==> src/rtl/ata_pkg.sv <==
package ata_pkg;
  localparam logic [2:0] OFF_DATA  = 3'd0;
  localparam logic [2:0] OFF_NSECT = 3'd2;
  localparam logic [2:0] OFF_LBA_LO = 3'd3;
  localparam logic [2:0] OFF_DEV   = 3'd6;
  localparam logic [2:0] OFF_CMD   = 3'd7;
  localparam int         LBA_BYTES = 3;

  localparam int ST_BSY  = 7;
  localparam int ST_DRDY = 6;
  localparam int ST_DF   = 5;
  localparam int ST_DRQ  = 3;
  localparam int ST_ERR  = 0;

  localparam logic [7:0] CMD_RD_DMA = 8'hC8;
  localparam logic [7:0] CMD_WR_DMA = 8'hCA;
  localparam logic [7:0] CMD_FLUSH  = 8'hE7;
  localparam logic [7:0] CMD_IDENT  = 8'hEC;

  localparam int ID_SER_BASE   = 10;
  localparam int ID_FW_BASE    = 23;
  localparam int ID_CACHE_WORD = 85;
  localparam logic [15:0] ID_WORD0      = 16'h0040;
  localparam logic [15:0] ID_CACHE_FLAG = 16'h0020;

  typedef enum logic [1:0] {
    SEQ_IDLE  = 2'd0,
    SEQ_PIO   = 2'd1,
    SEQ_FLUSH = 2'd2,
    SEQ_DMA   = 2'd3
  } seq_state_e;
endpackage

==> src/rtl/ata_regfile.sv <==
module ata_regfile
  import ata_pkg::*;
(
  input  logic       clk_i,
  input  logic       rst_ni,
  input  logic       wr_en_i,
  input  logic [2:0] addr_i,
  input  logic [7:0] wdata_i,
  output logic [7:0] rdata_o
);
  logic [7:0] nsect_q;
  logic [7:0] dev_q;
  logic [7:0] lba_q [LBA_BYTES];

  always_ff @(posedge clk_i or negedge rst_ni) begin
    if (!rst_ni) begin
      nsect_q <= '0;
      dev_q   <= '0;
    end else if (wr_en_i) begin
      if (addr_i == OFF_NSECT) nsect_q <= wdata_i;
      if (addr_i == OFF_DEV)   dev_q   <= wdata_i;
    end
  end

  for (genvar g = 0; g < LBA_BYTES; g++) begin : g_lba
    always_ff @(posedge clk_i or negedge rst_ni) begin
      if (!rst_ni)                                        lba_q[g] <= '0;
      else if (wr_en_i && addr_i == OFF_LBA_LO + 3'(g))   lba_q[g] <= wdata_i;
    end
  end

  always_comb begin
    rdata_o = '0;
    if (addr_i == OFF_NSECT) rdata_o = nsect_q;
    if (addr_i == OFF_DEV)   rdata_o = dev_q;
    for (int i = 0; i < LBA_BYTES; i++)
      if (addr_i == OFF_LBA_LO + 3'(i)) rdata_o = lba_q[i];
  end
endmodule

==> src/rtl/ata_ident_rom.sv <==
module ata_ident_rom
  import ata_pkg::*;
#(
  parameter int                    ID_WORDS  = 256,
  parameter int                    SER_CHARS = 20,
  parameter int                    FW_CHARS  = 8,
  parameter logic [SER_CHARS*8-1:0] SER_STR  = "SN0042              ",
  parameter logic [FW_CHARS*8-1:0]  FW_STR   = "FW1.00  ",
  localparam int                   IW        = $clog2(ID_WORDS)
) (
  input  logic [IW-1:0] idx_i,
  output logic [15:0]   word_o
);
  localparam int SER_WORDS = SER_CHARS / 2;
  localparam int FW_WORDS  = FW_CHARS / 2;
  localparam int SER_TOP   = SER_CHARS * 8 - 1;
  localparam int FW_TOP    = FW_CHARS * 8 - 1;

  always_comb begin
    word_o = '0;
    if (idx_i == IW'(0))             word_o = ID_WORD0;
    if (idx_i == IW'(ID_CACHE_WORD)) word_o = ID_CACHE_FLAG;
    for (int k = 0; k < SER_WORDS; k++)
      if (idx_i == IW'(ID_SER_BASE + k)) word_o = SER_STR[SER_TOP - 16*k -: 16];
    for (int k = 0; k < FW_WORDS; k++)
      if (idx_i == IW'(ID_FW_BASE + k))  word_o = FW_STR[FW_TOP - 16*k -: 16];
  end
endmodule

==> src/rtl/ata_cmd_seq.sv <==
module ata_cmd_seq
  import ata_pkg::*;
#(
  parameter int  ID_WORDS = 256,
  localparam int IW       = $clog2(ID_WORDS)
) (
  input  logic          clk_i,
  input  logic          rst_ni,
  input  logic          cmd_wr_i,
  input  logic [7:0]    cmd_i,
  input  logic          status_rd_i,
  input  logic          data_rd_i,
  input  logic          flush_done_i,
  input  logic          dma_done_i,
  output logic [7:0]    status_o,
  output logic          irq_o,
  output logic [IW-1:0] idx_o,
  output logic          flush_req_o,
  output logic          dma_start_o,
  output logic          dma_dir_o
);
  localparam logic [IW-1:0] LAST_IDX = IW'(ID_WORDS - 1);

  seq_state_e    state_q, state_d;
  logic [IW-1:0] idx_q, idx_d;
  logic          err_q, err_d;
  logic          irq_q, irq_d;
  logic          start_q, start_d;
  logic          dir_q, dir_d;
  logic          irq_set, cmd_acc;

  assign cmd_acc = cmd_wr_i && (state_q == SEQ_IDLE);

  always_comb begin
    state_d = state_q;
    idx_d   = idx_q;
    err_d   = err_q;
    start_d = 1'b0;
    dir_d   = dir_q;
    irq_set = 1'b0;
    unique case (state_q)
      SEQ_IDLE: if (cmd_acc) begin
        err_d = 1'b0;
        unique case (cmd_i)
          CMD_IDENT: begin state_d = SEQ_PIO; idx_d = '0; irq_set = 1'b1; end
          CMD_FLUSH:  state_d = SEQ_FLUSH;
          CMD_RD_DMA: begin state_d = SEQ_DMA; start_d = 1'b1; dir_d = 1'b1; end
          CMD_WR_DMA: begin state_d = SEQ_DMA; start_d = 1'b1; dir_d = 1'b0; end
          default:    begin err_d = 1'b1; irq_set = 1'b1; end
        endcase
      end
      SEQ_PIO: if (data_rd_i) begin
        idx_d = idx_q + 1'b1;
        if (idx_q == LAST_IDX) state_d = SEQ_IDLE;
      end
      SEQ_FLUSH: if (flush_done_i) begin state_d = SEQ_IDLE; irq_set = 1'b1; end
      SEQ_DMA:   if (dma_done_i)   begin state_d = SEQ_IDLE; irq_set = 1'b1; end
      default: state_d = SEQ_IDLE;
    endcase
    // a new completion wins over a clear in the same cycle
    if (irq_set)                      irq_d = 1'b1;
    else if (status_rd_i || cmd_acc)  irq_d = 1'b0;
    else                              irq_d = irq_q;
  end

  always_ff @(posedge clk_i or negedge rst_ni) begin
    if (!rst_ni) begin
      state_q <= SEQ_IDLE;
      idx_q   <= '0;
      err_q   <= 1'b0;
      irq_q   <= 1'b0;
      start_q <= 1'b0;
      dir_q   <= 1'b0;
    end else begin
      state_q <= state_d;
      idx_q   <= idx_d;
      err_q   <= err_d;
      irq_q   <= irq_d;
      start_q <= start_d;
      dir_q   <= dir_d;
    end
  end

  always_comb begin
    status_o          = '0;
    status_o[ST_BSY]  = (state_q == SEQ_FLUSH) || (state_q == SEQ_DMA);
    status_o[ST_DRDY] = 1'b1;
    status_o[ST_DF]   = 1'b0;
    status_o[ST_DRQ]  = (state_q == SEQ_PIO);
    status_o[ST_ERR]  = err_q;
  end

  assign irq_o       = irq_q;
  assign idx_o       = idx_q;
  assign flush_req_o = (state_q == SEQ_FLUSH);
  assign dma_start_o = start_q;
  assign dma_dir_o   = dir_q;
endmodule

==> src/rtl/ata_taskfile_ctrl.sv <==
module ata_taskfile_ctrl
  import ata_pkg::*;
#(
  parameter int                     ID_WORDS  = 256,
  parameter int                     SER_CHARS = 20,
  parameter int                     FW_CHARS  = 8,
  parameter logic [SER_CHARS*8-1:0] SER_STR   = "SN0042              ",
  parameter logic [FW_CHARS*8-1:0]  FW_STR    = "FW1.00  "
) (
  input  logic        clk_i,
  input  logic        rst_ni,
  input  logic        host_wr_i,
  input  logic        host_rd_i,
  input  logic [2:0]  host_addr_i,
  input  logic [7:0]  host_wdata_i,
  output logic [15:0] host_rdata_o,
  output logic        irq_o,
  output logic        flush_req_o,
  input  logic        flush_done_i,
  output logic        dma_start_o,
  output logic        dma_dir_o,
  input  logic        dma_done_i
);
  localparam int IW = $clog2(ID_WORDS);

  logic [7:0]    reg_rdata;
  logic [7:0]    status_w;
  logic [IW-1:0] idx_w;
  logic [15:0]   id_word;
  logic          cmd_wr, status_rd, data_rd;

  assign cmd_wr    = host_wr_i && (host_addr_i == OFF_CMD);
  assign status_rd = host_rd_i && (host_addr_i == OFF_CMD);
  assign data_rd   = host_rd_i && (host_addr_i == OFF_DATA) && status_w[ST_DRQ];

  ata_regfile u_regs (
    .clk_i   (clk_i),
    .rst_ni  (rst_ni),
    .wr_en_i (host_wr_i),
    .addr_i  (host_addr_i),
    .wdata_i (host_wdata_i),
    .rdata_o (reg_rdata)
  );

  ata_cmd_seq #(.ID_WORDS(ID_WORDS)) u_seq (
    .clk_i        (clk_i),
    .rst_ni       (rst_ni),
    .cmd_wr_i     (cmd_wr),
    .cmd_i        (host_wdata_i),
    .status_rd_i  (status_rd),
    .data_rd_i    (data_rd),
    .flush_done_i (flush_done_i),
    .dma_done_i   (dma_done_i),
    .status_o     (status_w),
    .irq_o        (irq_o),
    .idx_o        (idx_w),
    .flush_req_o  (flush_req_o),
    .dma_start_o  (dma_start_o),
    .dma_dir_o    (dma_dir_o)
  );

  ata_ident_rom #(
    .ID_WORDS (ID_WORDS),
    .SER_CHARS(SER_CHARS),
    .FW_CHARS (FW_CHARS),
    .SER_STR  (SER_STR),
    .FW_STR   (FW_STR)
  ) u_rom (
    .idx_i  (idx_w),
    .word_o (id_word)
  );

  always_comb begin
    if (host_addr_i == OFF_CMD)       host_rdata_o = {8'h00, status_w};
    else if (host_addr_i == OFF_DATA) host_rdata_o = status_w[ST_DRQ] ? id_word : 16'h0000;
    else                              host_rdata_o = {8'h00, reg_rdata};
  end
endmodule

==> config.mk <==
export PLATFORM = sky130hd
export DESIGN_NAME = ata_taskfile_ctrl
export DESIGN_NICKNAME = d
export VERILOG_FILES = /design/src/rtl/ata_pkg.sv /design/src/rtl/ata_regfile.sv /design/src/rtl/ata_ident_rom.sv /design/src/rtl/ata_cmd_seq.sv /design/src/rtl/ata_taskfile_ctrl.sv
export SDC_FILE = /design/constraint.sdc
export NUM_CORES = 1
export LEC_CHECK = 0
export ABC_CLOCK_PERIOD_IN_PS = 2700
export BUFFER_PORTS_ARGS = -buffer_cell sky130_fd_sc_hd__buf_4
export CAP_MARGIN = 20
export CORE_MARGIN = 4
export CORE_UTILIZATION = 56
export DETAILED_ROUTE_END_ITERATION = 8
export PLACE_DENSITY = 0.77
export SETUP_SLACK_MARGIN = 0.3
export SYNTH_ARGS = -nofsm -noshare
export SYNTH_HDL_FRONTEND = slang
export SYNTH_SLANG_ARGS = --single-unit
export TNS_END_PERCENT = 10
==> constraint.sdc <==
create_clock -name clk_i -period 2.7 [get_ports clk_i]
set_clock_uncertainty 0.1 [all_clocks]
set_input_delay 0.135 -clock clk_i [delete_from_list [all_inputs] [get_ports clk_i]]
set_output_delay 0.135 -clock clk_i [all_outputs]
set_load 0.01 [all_outputs]
Word level (Yosys, flattened, before mapping)
Cells that the tools add are included.

cells by class
  $add $sub $neg = 1
  equality and inequality tests = 36
  multiplexer cells = 47
  reductions and logical operators = 25

operators by type and width
  kind                                            number
  two-way mux 15 bit                              14
  == test 8 x 5 -> 1 bit (second input constant)  8
  two-way mux 8 bit                               8
  == test 8 x 4 -> 1 bit (second input constant)  6
  two-way mux 16 bit                              3
  == test 8 bit (second input constant)           5
  one-hot mux 8 bit (2 select lines)              1
  two-way mux 7 bit                               2
  == test 3 bit (second input constant)           4
  two-way mux 1 bit                               10
  two-way mux 2 bit                               5
  adder 8 x 1 -> 8 bit (second input constant)    1
  == test 8 x 7 -> 1 bit (second input constant)  1
  logical AND 1 bit                               8
  logical NOT 8 bit                               1
  != test 2 x 1 -> 1 bit (second input constant)  4
  one-hot mux 2 bit (4 select lines)              1
  == test 3 x 2 -> 1 bit (second input constant)  2
  one-hot mux 2 bit (3 select lines)              1
  AND reduction 2 bit                             3
  AND reduction 6 bit                             1
  nonzero test 2 bit                              3
  == test 2 bit (second input constant)           2
  != test 2 bit (second input constant)           2
  12 further kinds                                13

word-level totals
  bits in registers = 54
  input port bits = 17
  output and inout bits = 20
  logic and storage cells = 120

Logic depth before layout (Yosys ltp)
Gate-level depths: netlist of run 1.

  depth after elaboration = 20
  mapped depth = 6
  gate-level depth less buffers = 6

Hierarchy
Synthesis of run 1 repeated with hierarchy kept, for this count alone.

second synthesis, totals
  cells, all modules = 328
  area total of the unflattened synthesis = 3403.3 sq um

by module, submodules not included
  module             times used  cells each  area each (sq um)  sequential area each (sq um)
  ata_regfile        1           134         1891.8             1001.0
  ata_cmd_seq        1           91          832.0              350.3
  ata_ident_rom      1           50          346.6              0.0
  ata_taskfile_ctrl  1           53          332.8              0.0

Worst setup path before layout of run 1
OpenSTA, ideal clock, no wires.

  path kind = register -> output
  start point = register u_seq.state_q[1]
  end point = output port host_rdata_o[3]
  arrival = 2077 ps
  required time = 2465 ps
  setup slack = 388 ps
  stages on the path, launching flop included = 6
  buffers on the path = 1
  path through = dfrtp_1 -> clkbuf_1 -> nor4b_1 -> nand3_1 -> nor4b_1 -> o32a_1

between the ends
  longest elaborated chain between the ends = 4

ends and longest elaborated chain
  what                             RTL line                 source
  start, declared                  ata_cmd_seq.sv:24        seq_state_e state_q, state_d;
  start signal, assigned           ata_cmd_seq.sv:75        state_q <= state_d;
  == test 2 x 1 -> 1 bit (*)       ata_cmd_seq.sv:89        status_o[ST_DRQ] = (state_q == SEQ_PIO);
  two-way mux 16 bit (2 in a row)  ata_taskfile_ctrl.sv:75  else if (host_addr_i == OFF_DATA) host_rdata_o = status_w[ST_DRQ] ? id_word : 16'h0000;
  two-way mux 16 bit (*)           ata_taskfile_ctrl.sv:74  if (host_addr_i == OFF_CMD) host_rdata_o = {8'h00, status_w};
  end, declared                    ata_taskfile_ctrl.sv:16  output logic [15:0] host_rdata_o,

Mark *: on every way between the ends. The rest lies on a longest branch, timed or not.

Worst setup path after layout of run 1
  start point = register u_seq.idx_q[0] (netlist: u_seq.idx_o[0])
  end point = output port host_rdata_o[4]

between the ends
  longest elaborated chain between the ends = 19
  elaborated cells between the ends (all ways) = 33
  those cells by class = eq/ne: 15; mux: 18

ends and longest elaborated chain
  what                                 RTL line                 source
  start, declared                      ata_cmd_seq.sv:25        logic [IW-1:0] idx_q, idx_d;
  start signal, assigned               ata_cmd_seq.sv:76        idx_q <= idx_d;
  == test 8 x 7 -> 1 bit               ata_ident_rom.sv:22      if (idx_i == IW'(ID_CACHE_WORD)) word_o = ID_CACHE_FLAG;
  two-way mux 7 bit                    ata_ident_rom.sv:22
  two-way mux 15 bit (10 in a row)     ata_ident_rom.sv:24      if (idx_i == IW'(ID_SER_BASE + k)) word_o = SER_STR[SER_TOP - 16*k -: 16];
  two-way mux 15 bit (3 in a row)      ata_ident_rom.sv:26      if (idx_i == IW'(ID_FW_BASE + k)) word_o = FW_STR[FW_TOP - 16*k -: 16];
  two-way mux 15 bit (*)               ata_ident_rom.sv:26
  two-way mux 16 bit (*) (2 in a row)  ata_taskfile_ctrl.sv:75
  two-way mux 16 bit (*)               ata_taskfile_ctrl.sv:74

Marked as above.

==> impl_metrics.ini, run 1 <==
[power_and_ir_drop]
ir_drop_mv = 0.376
cellLeakagePower_nw = 1.59
p_per_area_nw_per_um2 = 481

[setup_path]
critPathLaunchType = flop
timing.setup.critical_path_class = flop to primary output
r2r-start = u_seq.state_q[1]
crit_fanout = 6
cp.required_ps = 2470
critical_path_arrival_ps = 2230
cp-startpoint = u_seq.idx_o[0]
worst_setup_path_end_kind = primary output

[route]
drt-initial-drc-count = 197
via_per_inst = 6.27
wl_met3_um = 450
remaining_drc_errors = 0
wirelength_met1_um = 3390
vias = 2652
dr.pass1.iters = 6
drtAntennaViolNets = 0
wl_per_cell_um = 19.5
top_layer = met4
routed_wl_um = 8240
met2WireLength_um = 4220

[sta]
grt_setup_unrepaired = yes
final.setup.worst_slack_ps = 232
worstMarginPinSlew_ps = 689
setup_violations = 0
fmax_mhz = 405
fin_tns_setup_ps = 0
slew-limit-headroom_pct = 54.1
min_period_ps = 2470
drv_slew = 0
hold_violations = 0
fin_crit_sh_pct = 91.4
hold_ws_ps = 13.6

[place]
place_hpwl_um = 5460
pre_cts_ws_ps = 366
portBuffers = 34
placed_cell_area_um2 = 3470
place_congestion = 0.880

[logic_synthesis]
ys_top_cells_by_area = dfrtp_1, mux2_2, mux2i_1
synth_seq_cells = 54
syn_area_um2 = 3170
synth_cell_type_count = 52
ys_seq_area_share_pct = 42.6
synthFlopType = dfrtp_1
synth_commonest_cells = dfrtp_1, mux2_2, o21ai_0
synth_edf_count = 0
yosys_warnings = 0
yosys.cell_count.top_type = dfrtp_1
syn_avg_cell_area_um2 = 10.1
synth_top_area_cell = dfrtp_1
synth_cells = 313
yosysTopAreaCellShare_pct = 42.6
async_flop_share_pct = 100

[clocking]
clockBufferDepth = 2
cts_buffers = 5
clock_latency_ps = 310
cts_tree = yes
htreeDepth = 2
clock-sinks = 54
path_clk_slew_ps = 100
ctsRootBufferMaster = clkbuf_8

[grt]
grt_overflow = 0
grt_usage_pct = 23.5
grt_max_degree = 55
grt_pass1_vias = 2576
antenna_found_initial = 0
grt_pass1_wl_um = 13200

[die]
rows = 27
die_area_um2 = 6930
initial_core_util_pct = 57.6
die_y_um = 83.3
core-area_um2 = 5510
ios = 37
fp.dieW_um = 83.3

[worst_hold_path]
hp-class = primary input to flop
min_from = host_wdata_i[6]

[final_layout]
synthToLayoutAreaGrowth_pct = 19.9
nets = 372
drive_gt1_share_pct = 35.3
fin_area_um2 = 3800
antenna-diode-count = 0

[run]
maxCapViolations = 0

[run_status]
status = complete, no violations
==> registers in the layout (all words and copies together), names as in the netlist <==
name and count:
u_seq.dma_start_o 1, u_seq.state_q 2, u_seq.irq_o 1, u_regs.lba_q 24, u_regs.dev_q 8, u_regs.nsect_q 8, u_seq.idx_o 8, u_seq.dma_dir_o 1
u_seq.err_q 1
==> what timing repair did <==
action                     in CTS  in global routing
resized for setup              14                 17
setup endpoints to repair      11                 12
setup buffers                   2                  6
hold endpoints to repair       56                  0
hold buffers                    4                  0
pin swaps                       1                  5
==> critical path: stages, from the launching register on <==
cell	delay, ps
dfrtp_1	410
buf_4	150
ha_4	180
or3_4	410
or3_4	390
o311ai_2	90
a221o_1	200
buf_4	120
==> cell usage in the layout (no fill, tap or decap), types with 4 or more instances in the layout <==
master         netlist  final
nand4_1              5      5
and3_1               4      4
or3_1               11      8
mux2i_1             14     14
o221ai_1             6      6
nand3_1             12     12
dfrtp_2              0      4
nand4b_1             4      4
nor2_1              20     19
dlygate4sd3_1        0      4
mux2_2              42     42
nor2b_1              6      6
dfrtp_1             54     50
buf_4                3     49
o21ai_0             23     21
clkbuf_8             0      5
a21oi_1              6      6
inv_1                9      8
nand2_1             14     14
==> routing by layer <==
layer,global-route usage [%],vias up
met5,0,-
met4,5.79,0
met3,4.46,18
met2,40.7,106
met1,30.1,1301
li1,-,1227
==> power breakdown <==
part / leakage, nW / switching (mW) / total, mW / internal [mW]
combinational: 0.891 / 0.175 / 0.381 / 0.206
sequential: 0.657 / 0.0658 / 1.01 / 0.943
clock: 0.0444 / 0.260 / 0.440 / 0.180
total: 1.59 / 0.501 / 1.83 / 1.33
==> area by class of cell <==
class | count | area, um2
multi-input cells | 228 | 1830
fillers | 419 | 1700
flip-flops and latches | 54 | 1360
repair buffers | 53 | 408
well taps | 72 | 90.1
clock buffers | 5 | 68.8
inverters | 9 | 33.8
clock inverters | 2 | 13.8
==> cell families after synthesis <==
group                    Yosys count  share of synthesized area (%)
XOR/XNOR                           4                           1.10
other                              1                          0.118
multiplexers                      56                           19.3
AO/OA/AOI/OAI                     61                           13.0
flip-flops                        54                           42.6
AND/OR/NAND/NOR                  101                           18.1
adder cells (fa/ha/maj)            4                           1.58
buffers and inverters             32                           4.18
==> worst paths after layout <==
path	endpoint	cells after the start	slack [ps]
setup / recovery	host_rdata_o[4]	7	230
hold / removal	u_regs.lba_q[22]	2	10
setup reg to reg	u_seq.dma_start_o	4	440
hold reg to reg	u_regs.lba_q[18]	1	410
max in group asynchronous	u_seq.idx_o[1]	2	1690
min in group asynchronous	u_seq.idx_o[2]	2	300
==> per-stage QoR <==
step	power [mW]	util (%)	instances
floorplan	1.26	-	314
global placement	1.38	63.1	404
detailed placement	1.40	63.1	404
CTS	1.84	66.7	417
global route	1.93	69.1	423
finish	1.83	69.1	423
(Power assumes the default switching activity.)
==> inputs of run 2 (changes only) <==
Settings changed: CORE_UTILIZATION 56 to 30, PLACE_DENSITY 0.77 to not set.
==> run 2 against run 1 <==
Net effect: critical path depth unchanged; total power up 11%; worst setup slack gained 66 ps; routed wire length is 1.3% higher; clock power up 46%; register-to-register slack gained 100 ps; clock-buffer cell count did not move; highest routed layer unchanged.
==> impl_metrics.ini, run 2 (synthesis gave the netlist of run 1 again) <==
[clocking]
clock_latency_ps = 300
path_clk_slew_ps = 100
htreeDepth = 2
cts_tree = yes
cts_buffers = 5
clock-sinks = 54
ctsRootBufferMaster = clkbuf_8
clockBufferDepth = 2

[run]
maxCapViolations = 0

[place]
pre_cts_ws_ps = 359
portBuffers = 34
place_hpwl_um = 5780
place_congestion = 0.949

[grt]
grt_pass1_wl_um = 13500
grt_max_degree = 55
grt_overflow = 0
grt_usage_pct = 13.3
grt_pass1_vias = 2566
antenna_found_initial = 0

[final_layout]
largest_reg_flops = 24
antenna-diode-count = 0
synthToLayoutAreaGrowth_pct = 23.8
fin_util_pct = 38.0
nFillCells = 987
layout_common_cells = dfrtp_1, buf_4, mux2_2
final_common_cell = dfrtp_1
top_register = u_regs.lba_q
drive_gt1_share_pct = 36.6
nets = 370

[sta]
final.setup.worst_slack_ps = 298
min_period_ps = 2400
hold_violations = 0
setup_violations = 0
fmax_mhz = 416
slew-limit-headroom_pct = 52.9
drv_slew = 0
hold_ws_ps = 12.0
grt_setup_unrepaired = yes
fin_crit_sh_pct = 89.0
fin_tns_setup_ps = 0
worstMarginPinSlew_ps = 707

[setup_path]
worst_setup_path_end_kind = primary output
timing.setup.critical_path_class = flop to primary output
r2r-end = u_seq.idx_o[7]
slowest_stage = dfrtp_2
critPathLaunchType = flop
cp-startpoint = u_seq.idx_o[0]
crit_top_cell = or3_4
r2r_slack_ps = 540
critPathMaxStageDelay_ps = 480
cp.required_ps = 2470
crit_fanout = 7
r2r-start = u_seq.state_q[1]
cp_cell_sequence = inv_4 > ha_4 > or3_4 > or3_4 > o311ai_2 > a221o_1 > buf_4
rr_worst_depth = 4
crit_path_end = host_rdata_o[4]
critical_path_arrival_ps = 2170

[route]
wl_per_cell_um = 17.2
vias = 2605
drt-initial-drc-count = 248
remaining_drc_errors = 0
dr.pass1.iters = 4
routed_wl_um = 8350
via_per_inst = 5.36
drtAntennaViolNets = 0

[die]
die_area_um2 = 12300
ios = 37
core-area_um2 = 10300
fp.dieW_um = 111
initial_core_util_pct = 30.7
rows = 37
die_y_um = 111

[power_and_ir_drop]
p_per_area_nw_per_um2 = 517
cellLeakagePower_nw = 1.61
internal-power_mw = 1.52
switching_share_pct = 25.1
pwr-share-seq_pct = 49.7
p_sw_mw = 0.509
pwr-share-comb_pct = 18.6
ir_drop_mv = 0.231
clockPowerShare_pct = 31.7
p_total_mw = 2.03

[run_status]
status = complete, no violations

[worst_hold_path]
hp-class = primary input to flop
[run 2: area by class of cell]
cell class              count  area (um2)  share of cell area [%]
multi-input cells         228        1830                    46.7
flip-flops and latches     54        1360                    34.6
repair buffers             51         392                    9.97
well taps                 136         170                    4.33
clock buffers               5        68.8                    1.75
clock inverters             3        68.8                    1.75
inverters                   9        36.3                   0.924
[run 2: worst min-delay path by stage]
stage / startpoint / end / cells after the start
after floorplan: rst_ni / u_regs.dev_q[0] / 0
after global placement: rst_ni / u_seq.idx_o[2] / 1
after detailed placement: rst_ni / u_seq.idx_o[2] / 1
after CTS: host_wdata_i[3] / u_regs.lba_q[19] / 2
after global routing: host_wdata_i[3] / u_regs.lba_q[19] / 2
final: host_wdata_i[2] / u_seq.dma_start_o / 2
[run 2: worst max-delay path, delay by kind of cell, from the launching register on]
family          cells  cell delay [ps]
fa+ha+maj           1              180
simple gates        2              760
compound gates      2              270
flops               1              480
buf+inv             2              180
[run 2: per-layer routing]
metal	GRT usage (%)	part of all wire [%]
met5	0	0
met2	21.5	48
met4	3.78	1.6
met3	2.57	5.7
met1	18.2	44
[run 2: metrics by stage]
step / cells / cell area (um2)
global route: 486 / 3930
detailed placement: 468 / 3550
CTS: 481 / 3810
global placement: 468 / 3550
floorplan: 314 / 3180
finish: 486 / 3930
[run 2: timing repair]
action / CTS / global route
endpoints found under the hold margin: 55 / 0
setup endpoints to repair: 10 / 12
gates resized for setup: 16 / 19
pin swaps: 3 / 6
hold buffers: 2 / 0
buffers inserted: 3 / 5
[run 2: power by group through the flow]
stage          Combinational [mW]  Sequential [mW]  Clock (mW)
2_1_floorplan               0.251             1.01           0
3_3_place_gp                0.371             1.02           0
3_5_place_dp                0.378             1.02           0
4_1_cts                     0.382             1.01       0.662
5_1_grt                     0.422             1.03       0.699
6_report                    0.377             1.01       0.644
